<file path="src/rtl/sprog_pkg.sv">
package sprog_pkg;

  typedef enum logic [2:0] {
    K_NONE, K_FLASH_RD, K_FLASH_WR, K_EE_RD, K_EE_WR, K_UNLOCK, K_ERASE
  } cmd_e;

  localparam logic [7:0] OP_UNLOCK_A = 8'hAC;
  localparam logic [7:0] OP_UNLOCK_B = 8'h53;
  localparam logic [2:0] OP_ERASE_B  = 3'b100;
  localparam logic [3:0] OP_FRD      = 4'b0010;
  localparam logic [3:0] OP_FWR      = 4'b0100;
  localparam logic [7:0] OP_ERD      = 8'hA0;
  localparam logic [7:0] OP_EWR      = 8'hC0;

  // Classify a frame from its first two bytes.
  function automatic cmd_e classify(logic [7:0] b1, logic [7:0] b2);
    if (b1 == OP_UNLOCK_A && b2 == OP_UNLOCK_B)     return K_UNLOCK;
    if (b1 == OP_UNLOCK_A && b2[7:5] == OP_ERASE_B) return K_ERASE;
    if (b1[7:4] == OP_FRD && b1[2:0] == 3'b000)     return K_FLASH_RD;
    if (b1[7:4] == OP_FWR && b1[2:0] == 3'b000)     return K_FLASH_WR;
    if (b1 == OP_ERD)                               return K_EE_RD;
    if (b1 == OP_EWR)                               return K_EE_WR;
    return K_NONE;
  endfunction

  // Byte returned during the fourth byte of a frame.
  function automatic logic [7:0] resp_byte(cmd_e k, logic en, logic poll, logic hi,
                                           logic [15:0] fw, logic [7:0] ed,
                                           logic [7:0] echo);
    case (k)
      K_UNLOCK:   return echo;
      K_FLASH_RD: return !en ? 8'h00 : (poll ? 8'hFF : (hi ? fw[15:8] : fw[7:0]));
      K_EE_RD:    return en ? ed : 8'h00;
      default:    return 8'h00;
    endcase
  endfunction

endpackage

</file>
<file path="src/rtl/sprog_sync.sv">
module sprog_sync #(
  parameter int STAGES = 2
) (
  input  logic clk,
  input  logic rst_n,
  input  logic sck,
  input  logic mosi,
  input  logic cs_n,
  output logic sck_rise,
  output logic sck_fall,
  output logic mosi_s,
  output logic cs_idle
);
  logic [STAGES-1:0] sck_p, mosi_p, cs_p;
  logic sck_d;

  always_ff @(posedge clk or negedge rst_n) begin
    if (!rst_n) begin
      sck_p  <= '0;
      mosi_p <= '0;
      cs_p   <= '1;
      sck_d  <= 1'b0;
    end else begin
      sck_p  <= {sck_p[STAGES-2:0], sck};
      mosi_p <= {mosi_p[STAGES-2:0], mosi};
      cs_p   <= {cs_p[STAGES-2:0], cs_n};
      sck_d  <= sck_p[STAGES-1];
    end
  end

  assign sck_rise = sck_p[STAGES-1] & ~sck_d;
  assign sck_fall = ~sck_p[STAGES-1] & sck_d;
  assign mosi_s   = mosi_p[STAGES-1];
  assign cs_idle  = cs_p[STAGES-1];
endmodule

</file>
<file path="src/rtl/sprog_shifter.sv">
module sprog_shifter #(
  parameter int FRAME_BITS = 32
) (
  input  logic                  clk,
  input  logic                  rst_n,
  input  logic                  sck_rise,
  input  logic                  sck_fall,
  input  logic                  mosi_s,
  input  logic                  cs_idle,
  input  logic                  load,
  input  logic [7:0]            load_val,
  output logic [FRAME_BITS-1:0] frame,
  output logic                  resp_evt,
  output logic                  done_evt,
  output logic                  miso
);
  localparam int CW = $clog2(FRAME_BITS);
  localparam logic [CW-1:0] LAST = CW'(FRAME_BITS - 1);
  localparam logic [CW-1:0] RESP = CW'(FRAME_BITS - 9);

  logic [CW-1:0] cnt;
  logic [7:0]    out_sr;

  always_ff @(posedge clk or negedge rst_n) begin
    if (!rst_n) begin
      cnt <= '0; frame <= '0; out_sr <= '0;
      resp_evt <= 1'b0; done_evt <= 1'b0; miso <= 1'b0;
    end else if (cs_idle) begin
      cnt <= '0; out_sr <= '0;
      resp_evt <= 1'b0; done_evt <= 1'b0; miso <= 1'b0;
    end else begin
      resp_evt <= 1'b0;
      done_evt <= 1'b0;
      if (sck_rise) begin
        frame    <= {frame[FRAME_BITS-2:0], mosi_s};
        cnt      <= (cnt == LAST) ? '0 : cnt + 1'b1;
        resp_evt <= (cnt == RESP);
        done_evt <= (cnt == LAST);
      end
      if (load) begin
        out_sr <= load_val;
      end else if (sck_fall) begin
        miso   <= out_sr[7];
        out_sr <= {out_sr[6:0], 1'b0};
      end
    end
  end
endmodule

</file>
<file path="src/rtl/sprog_erase_timer.sv">
module sprog_erase_timer #(
  parameter int unsigned CYCLES = 100000
) (
  input  logic clk,
  input  logic rst_n,
  input  logic start,
  output logic busy
);
  localparam int CW = $clog2(CYCLES + 1);
  logic [CW-1:0] cnt;

  always_ff @(posedge clk or negedge rst_n) begin
    if (!rst_n)          cnt <= '0;
    else if (start)      cnt <= CW'(CYCLES);
    else if (cnt != '0)  cnt <= cnt - 1'b1;
  end

  assign busy = (cnt != '0);
endmodule

</file>
<file path="src/rtl/sprog_cmd_decoder.sv">
module sprog_cmd_decoder
  import sprog_pkg::*;
#(
  parameter int          FLASH_AW     = 10,
  parameter int          EE_AW        = 7,
  parameter int unsigned ERASE_CYCLES = 100000,
  parameter int          SYNC_STAGES  = 2
) (
  input  logic                clk,
  input  logic                rst_n,
  input  logic                sck,
  input  logic                mosi,
  input  logic                cs_n,
  output logic                miso,
  output logic                ready,
  output logic                flash_req,
  output logic                flash_we,
  output logic                flash_hi,
  output logic [FLASH_AW-1:0] flash_addr,
  output logic [7:0]          flash_wdata,
  input  logic [15:0]         flash_rdata,
  output logic                ee_req,
  output logic                ee_we,
  output logic [EE_AW-1:0]    ee_addr,
  output logic [7:0]          ee_wdata,
  input  logic [7:0]          ee_rdata,
  output logic                erase_req,
  input  logic                mem_busy
);
  localparam int FB = 32;

  logic sck_rise_w, sck_fall_w, mosi_s, cs_idle_w;
  logic resp_evt, done_evt, load;
  logic [FB-1:0] frame;
  logic [7:0] load_val;

  sprog_sync #(.STAGES(SYNC_STAGES)) u_sync (
    .clk(clk), .rst_n(rst_n), .sck(sck), .mosi(mosi), .cs_n(cs_n),
    .sck_rise(sck_rise_w), .sck_fall(sck_fall_w), .mosi_s(mosi_s), .cs_idle(cs_idle_w));

  sprog_shifter #(.FRAME_BITS(FB)) u_shift (
    .clk(clk), .rst_n(rst_n), .sck_rise(sck_rise_w), .sck_fall(sck_fall_w),
    .mosi_s(mosi_s), .cs_idle(cs_idle_w), .load(load), .load_val(load_val),
    .frame(frame), .resp_evt(resp_evt), .done_evt(done_evt), .miso(miso));

  // Decode views: after 24 bits byte1..3 sit in frame[23:0]; after 32 in frame[31:0].
  cmd_e c_resp, c_done;
  assign c_resp = classify(frame[23:16], frame[15:8]);
  assign c_done = classify(frame[31:24], frame[23:16]);

  logic [FLASH_AW-1:0] rd_faddr, wr_faddr;
  logic [EE_AW-1:0]    rd_eaddr, wr_eaddr;
  assign rd_faddr = frame[FLASH_AW-1:0];
  assign wr_faddr = frame[FLASH_AW+7:8];
  assign rd_eaddr = frame[EE_AW-1:0];
  assign wr_eaddr = frame[EE_AW+7:8];

  logic prog_en, erase_busy, write_ok, erase_go;
  logic rs1, rs2, rsp_en, poll_q, pend_v, busy_q;
  cmd_e rsp_kind;
  logic [7:0] echo_q;
  logic [FLASH_AW-1:0] pend_addr;

  assign ready    = !mem_busy && !erase_busy && !(flash_req && flash_we) && !(ee_req && ee_we);
  assign write_ok = prog_en && ready;
  assign erase_go = done_evt && write_ok && (c_done == K_ERASE);

  sprog_erase_timer #(.CYCLES(ERASE_CYCLES)) u_erase (
    .clk(clk), .rst_n(rst_n), .start(erase_go), .busy(erase_busy));

  always_ff @(posedge clk or negedge rst_n) begin
    if (!rst_n) begin
      flash_req <= 1'b0; flash_we <= 1'b0; flash_hi <= 1'b0;
      flash_addr <= '0; flash_wdata <= '0;
      ee_req <= 1'b0; ee_we <= 1'b0; ee_addr <= '0; ee_wdata <= '0;
      erase_req <= 1'b0; prog_en <= 1'b0;
      rs1 <= 1'b0; rs2 <= 1'b0; rsp_en <= 1'b0; poll_q <= 1'b0;
      rsp_kind <= K_NONE; echo_q <= '0;
      pend_v <= 1'b0; pend_addr <= '0; busy_q <= 1'b0;
    end else begin
      flash_req <= 1'b0;
      ee_req    <= 1'b0;
      erase_req <= erase_go;
      rs2       <= rs1;
      rs1       <= 1'b0;
      busy_q    <= mem_busy;
      if (busy_q && !mem_busy) pend_v <= 1'b0;

      if (resp_evt) begin
        rs1      <= 1'b1;
        rsp_kind <= c_resp;
        rsp_en   <= prog_en;
        echo_q   <= frame[7:0];
        poll_q   <= pend_v && (pend_addr == rd_faddr);
        if (prog_en && c_resp == K_FLASH_RD) begin
          flash_req <= 1'b1; flash_we <= 1'b0;
          flash_addr <= rd_faddr; flash_hi <= frame[19];
        end
        if (prog_en && c_resp == K_EE_RD) begin
          ee_req <= 1'b1; ee_we <= 1'b0; ee_addr <= rd_eaddr;
        end
      end

      if (done_evt) begin
        if (c_done == K_UNLOCK) prog_en <= 1'b1;
        if (write_ok && c_done == K_FLASH_WR) begin
          flash_req <= 1'b1; flash_we <= 1'b1; flash_hi <= frame[27];
          flash_addr <= wr_faddr; flash_wdata <= frame[7:0];
          pend_v <= 1'b1; pend_addr <= wr_faddr;
        end
        if (write_ok && c_done == K_EE_WR) begin
          ee_req <= 1'b1; ee_we <= 1'b1; ee_addr <= wr_eaddr; ee_wdata <= frame[7:0];
        end
      end
    end
  end

  // Response byte is loaded two cycles after the read is issued: request, then data.
  assign load     = rs2;
  assign load_val = resp_byte(rsp_kind, rsp_en, poll_q, flash_hi, flash_rdata, ee_rdata, echo_q);
endmodule

</file>
<file path="config.mk">
export PLATFORM = sky130hd
export DESIGN_NAME = sprog_cmd_decoder
export DESIGN_NICKNAME = d
export VERILOG_FILES = /design/src/rtl/sprog_pkg.sv /design/src/rtl/sprog_sync.sv /design/src/rtl/sprog_shifter.sv /design/src/rtl/sprog_erase_timer.sv /design/src/rtl/sprog_cmd_decoder.sv
export SDC_FILE = /design/constraint.sdc
export NUM_CORES = 1
export LEC_CHECK = 0
export BUFFER_PORTS_ARGS = -buffer_cell sky130_fd_sc_hd__buf_2
export CORE_AREA = 2 2 105 107
export DETAILED_ROUTE_END_ITERATION = 10
export DIE_AREA = 0 0 107 109
export GPL_ROUTABILITY_DRIVEN = 0
export PLACE_DENSITY = 0.83
export SLEW_MARGIN = 25
export SYNTH_ARGS = -nofsm -noshare
export SYNTH_HDL_FRONTEND = slang
export SYNTH_SLANG_ARGS = --single-unit
</file>
<file path="constraint.sdc">
create_clock -name clk -period 7 [get_ports clk]
set_clock_uncertainty 0.2 [all_clocks]
set_input_delay 1.75 -clock clk [delete_from_list [all_inputs] [get_ports clk]]
set_output_delay 1.75 -clock clk [all_outputs]
set_load 0.1 [all_outputs]
</file>
# Word level (Yosys, flattened, before mapping)

Cells that the tools add are included.

Register bits: 139
Word-level logic and storage cells: 223

Add/sub/neg operators: 2
Equal/unequal tests: 27
Mux-type cells: 120
Bitwise gates (word level): 5
Reductions and logical operators: 38

Operators with widths:

| kind                                                                   | number |
|---|---|
| 3-bit two-way mux                                                      | 26 |
| 1-bit two-way mux                                                      | 73 |
| 8-bit two-way mux                                                      | 7 |
| 8-bit equality test (second input constant)                            | 6 |
| 10-bit two-way mux                                                     | 4 |
| 17-bit two-way mux                                                     | 2 |
| 7-bit two-way mux                                                      | 4 |
| 8-bit case mux with 3 select lines                                     | 1 |
| 1-bit logical AND                                                      | 22 |
| 3-bit equality test (second input constant)                            | 6 |
| 17-bit nonzero test                                                    | 1 |
| 17-bit by 1-bit subtractor with 17-bit output (second input constant)  | 1 |
| 8-bit by 7-bit equality test with 1-bit output (second input constant) | 2 |
| 5-bit two-way mux                                                      | 3 |
| 10-bit equality test                                                   | 1 |
| 5-bit equality test (second input constant)                            | 2 |
| 2-bit AND reduction                                                    | 5 |
| 3-bit by 2-bit equality test with 1-bit output (second input constant) | 3 |
| 4-bit by 2-bit equality test with 1-bit output (second input constant) | 2 |
| 4-bit by 3-bit equality test with 1-bit output (second input constant) | 2 |
| 3-bit by 1-bit equality test with 1-bit output (second input constant) | 2 |
| 3-bit logical NOT                                                      | 2 |
| 2-bit nonzero test                                                     | 3 |
| 5-bit by 1-bit adder with 5-bit output (second input constant)         | 1 |
| 5 further kinds                                                        | 11 |

# Longest topological paths before layout

Word-level depth: 30
Mapped depth: 10

# Cells and area by module

From an unflattened synthesis, not the netlist that was laid out.

Cells, all modules: 521
Area total of the unflattened synthesis: 6600.1 µm²

By module, submodules not included:

| module            | times used | cells each | area each (µm²) |
|---|---|---|---|
| sprog_cmd_decoder | 1          | 267        | 3276.9 |
| sprog_shifter     | 1          | 139        | 2149.6 |
| sprog_erase_timer | 1          | 106        | 980.9 |
| sprog_sync        | 1          | 9          | 192.7 |

# Worst setup path before layout

No wires, ideal clock.

Path type: input -> output
From: input port mem_busy
To: output port ready
Data arrival time: 4.116 ns
Required time: 5.050 ns
Setup slack: 0.934 ns
Stages on the path: 2
Path buffers: 0
Path through: a221o_1 -> nor3_1

Cells in the longest elaborated chain, start to end: 4

RTL lines:

| element                        | RTL line                | RTL |
|---|---|---|
| from (decl)                    | sprog_cmd_decoder.sv:28 | `input logic mem_busy` |
| 1-bit logical NOT              | sprog_cmd_decoder.sv:64 | `assign ready = !mem_busy && !erase_busy && !(flash_req && flash_we) && !(ee_req && ee_we);` |
| 1-bit logical AND (3 in a row) | sprog_cmd_decoder.sv:64 |  |
| to (decl)                      | sprog_cmd_decoder.sv:15 | `output logic ready,` |

No other way between the ends.

# Final worst setup path

Same ends and word-level chain as after synthesis.

==> metrics <==
clock power share=50.1%; Initial Utilization=60.7%; PD cells=261 mW/mm2; worst r2r src=u_erase.cnt[0]; top cell type's share of synthesized area=53.3%; Cells after DPL=703; ys async rst share=100%; port bufs=70; die area=0.0117 mm2; row cnt=38; most numerous cell in the Yosys netlist=dfrtp_1; most used cell, CP=buf_2; worst ir drop on vdd=0.195 mV; max incr delay on CP=0.45 ns; crit path launch=mem_busy; Congestion Overflow GR=0; ys flop type=dfrtp_1; total length of routed wires=13.9 mm; CP Buf/Inv Count=2; FF-to-FF setup slack=4.07 ns; post-synth cell types=59; count of flip-flops with a built-in enable after synthesis=0; Synth Warn #=0; drt pass-1 iters=5; Area contributors post-synth=dfrtp_1 53%, mux2_2 9.5%, mux2_4 6.3%; layout cells sized above 1=32.9%; Avg WL per Cell=18.9 um; Worst path top cell family by delay=buffers and inverters; Critical R2R Capture=flash_addr[4]; switching part of the total=22.7%; part of the power in registers=45.7%; first-pass GRT wire length=22.9 mm; crit path cell chain=buf_2 > a221o_1 > nor3_1 > buf_2; Crit path required time=5.05 ns; CTS Buffer Depth=2; CTS Hold Buffers Added=0; Via Count=4346; Die Width=107 um; # setup viols final=0; NumNets Final=616; initial antenna violation count=0; Worst Tran Pin Value=1.03 ns; Post-Syn Instances=518; max frequency=211 MHz; critical path's slowest cell=buf_2; Final ANT Viol Nets=0; DRC Markers=0; Sink Count=139; Slew Viols, Final=0; combinational share of power=4.2%; setup repair after global routing missed its margin=no; n_diodes=0; CP max FO=3; net count after synthesis=552; via count of the first global-routing pass=4613; Int Pwr=1.52 mW; FF+latch count, synth=139; post-CTS setup buffers=0; CORE AREA=0.0106 mm2; Critical Path AT=2.78 ns; Setup crit start kind=input port; Hold Path Class=flop to flop; leak pwr=3.74 nW; CTS Root Cell=clkbuf_8; Ports=71; max_slew headroom=31.1%; XOR/XNOR Fraction of Synth Area=2.86%; # Max-Cap Violations=0; status=finished clean; CP endpoint kind=output pin; main combinational cell family by area after synthesis=multiplexers; die height=109 um; Clk Latency, worst-skew pair=0.53 ns; mux cell area share after synthesis=19.8%; final worst path period need=4.73 ns; # H-tree levels=4; switching pwr=0.445 mW; routed vias/inst=5.91; post-synthesis simple-gate area fraction=11.6%; Area Overhead vs Synth=17.0%; GR Util All Layers=25.7%; post-route insts no fill=735; Final Hold Vio Count=0; clock tree from TritonCTS=done; Syn Area/Cell=12.4 um2; CTS resizes=0; period utilization=67.6%; setup TNS=0 ns; register area share after synthesis=54.1%; Clock transition at path regs=0.06 ns; mapped cell area=0.00643 mm2; initial DRC count=389; Worst Setup EP=ready; dpl hpwl=8.85 mm; adder-cell share of the synthesized area=0.778%; FF-to-FF path depth=7; CTS buffer count=17; Levels on crit path=4; most frequent cells after synthesis=137 x dfrtp_1, 54 x mux2_2, 27 x mux2_4; largest net degree at the start of global routing=79; Compound-Gate Fraction of Synth Area=8.31%; area leader, netlist=dfrtp_1; WS Path Type=input port to output pin
==> worst reg2reg max path, delay by kind of cell (launching register included) <==
kind / cells / cell delay, ns
multiplexers: 1 / 0.42
flip-flops: 1 / 0.39
adder cells (fa/ha/maj): 1 / 0.17
buffers and inverters: 1 / 0.12
AND/OR/NAND/NOR: 4 / 1.52
==> how the worst min path moves through the flow <==
stage,end,from,depth (start not counted),slack [ns]
after floorplan,load,rs1,0,0.13
after global placement,load,rs1,0,0.13
after detailed placement,load,rs1,0,0.14
after CTS,load,rs1,0,0.15
after global routing,load,rs1,0,0.16
final,load,rs1,0,0.15
==> routing by layer <==
metal / global-route usage (%) / wire (um)
met1: 31.9 / 5880
met2: 42.3 / 7100
met3: 6.10 / 511
met4: 13.2 / 410
met5: 0 / 0
==> power groups by stage <==
stage          logic [mW]  clock network (mW)  registers, mW
4_1_cts            0.0844               0.994          0.898
3_3_place_gp       0.0780                   0          0.907
3_5_place_dp       0.0825                   0          0.911
5_1_grt            0.0921                1.02          0.901
6_report           0.0827               0.982          0.897
2_1_floorplan      0.0571                   0          0.872
==> cells by family after synthesis <==
kind of cell / after synthesis
AND/OR/NAND/NOR: 131
buffers and inverters: 36
flip-flops: 139
XOR/XNOR: 21
adder cells (fa/ha/maj): 4
multiplexers: 106
AO/OA/AOI/OAI: 81
==> cells in the final DEF, fill, tap and decap left out, types with 16 or more instances in the layout <==
cell type and count:
clkbuf_16 16, buf_2 69, dfrtp_1 137, nor2_1 24, mux2_2 54, a21oi_1 21, mux2_4 27, nand2_1 17
mux2i_1 18
==> state kept, by name (all words and copies together), names as in the netlist, 2 cells and up <==
name,cells
u_sync.sck_p,2
u_shift.cnt,5
u_sync.cs_p,2
flash_addr,10
ee_addr,7
u_sync.mosi_p,2
flash_wdata,8
echo_q,8
ee_wdata,8
u_shift.frame,32
u_shift.out_sr,8
rsp_kind,3
u_erase.cnt,17
pend_addr,10
==> metrics by stage <==
step | worst slack, ns | total power [mW] | hold WS (ns) | utilization (%) | cell area (um2)
2_1_floorplan | 0.934 | 0.929 | 0.131 | - | 6430
3_3_place_gp | 2.26 | 0.985 | 0.134 | 64.7 | 6860
3_5_place_dp | 2.26 | 0.994 | 0.136 | 64.7 | 6860
4_1_cts | 2.26 | 1.98 | 0.149 | 70.9 | 7520
5_1_grt | 2.23 | 2.02 | 0.156 | 71.0 | 7530
6_report | 2.27 | 1.96 | 0.151 | 71.0 | 7530
==> final cells by class <==
| cell class | count | area, um2 |
|---|---|---|
| timing repair buffer | 73 | 383 |
| clock inverter | 10 | 189 |
| fill | 709 | 3080 |
| multi-input combinational | 343 | 2810 |
| sequential | 139 | 3480 |
| clock buffer | 22 | 463 |
| tap | 140 | 175 |
| inverter | 8 | 30.0 |
Note: power is estimated with default switching activity, not from simulation.
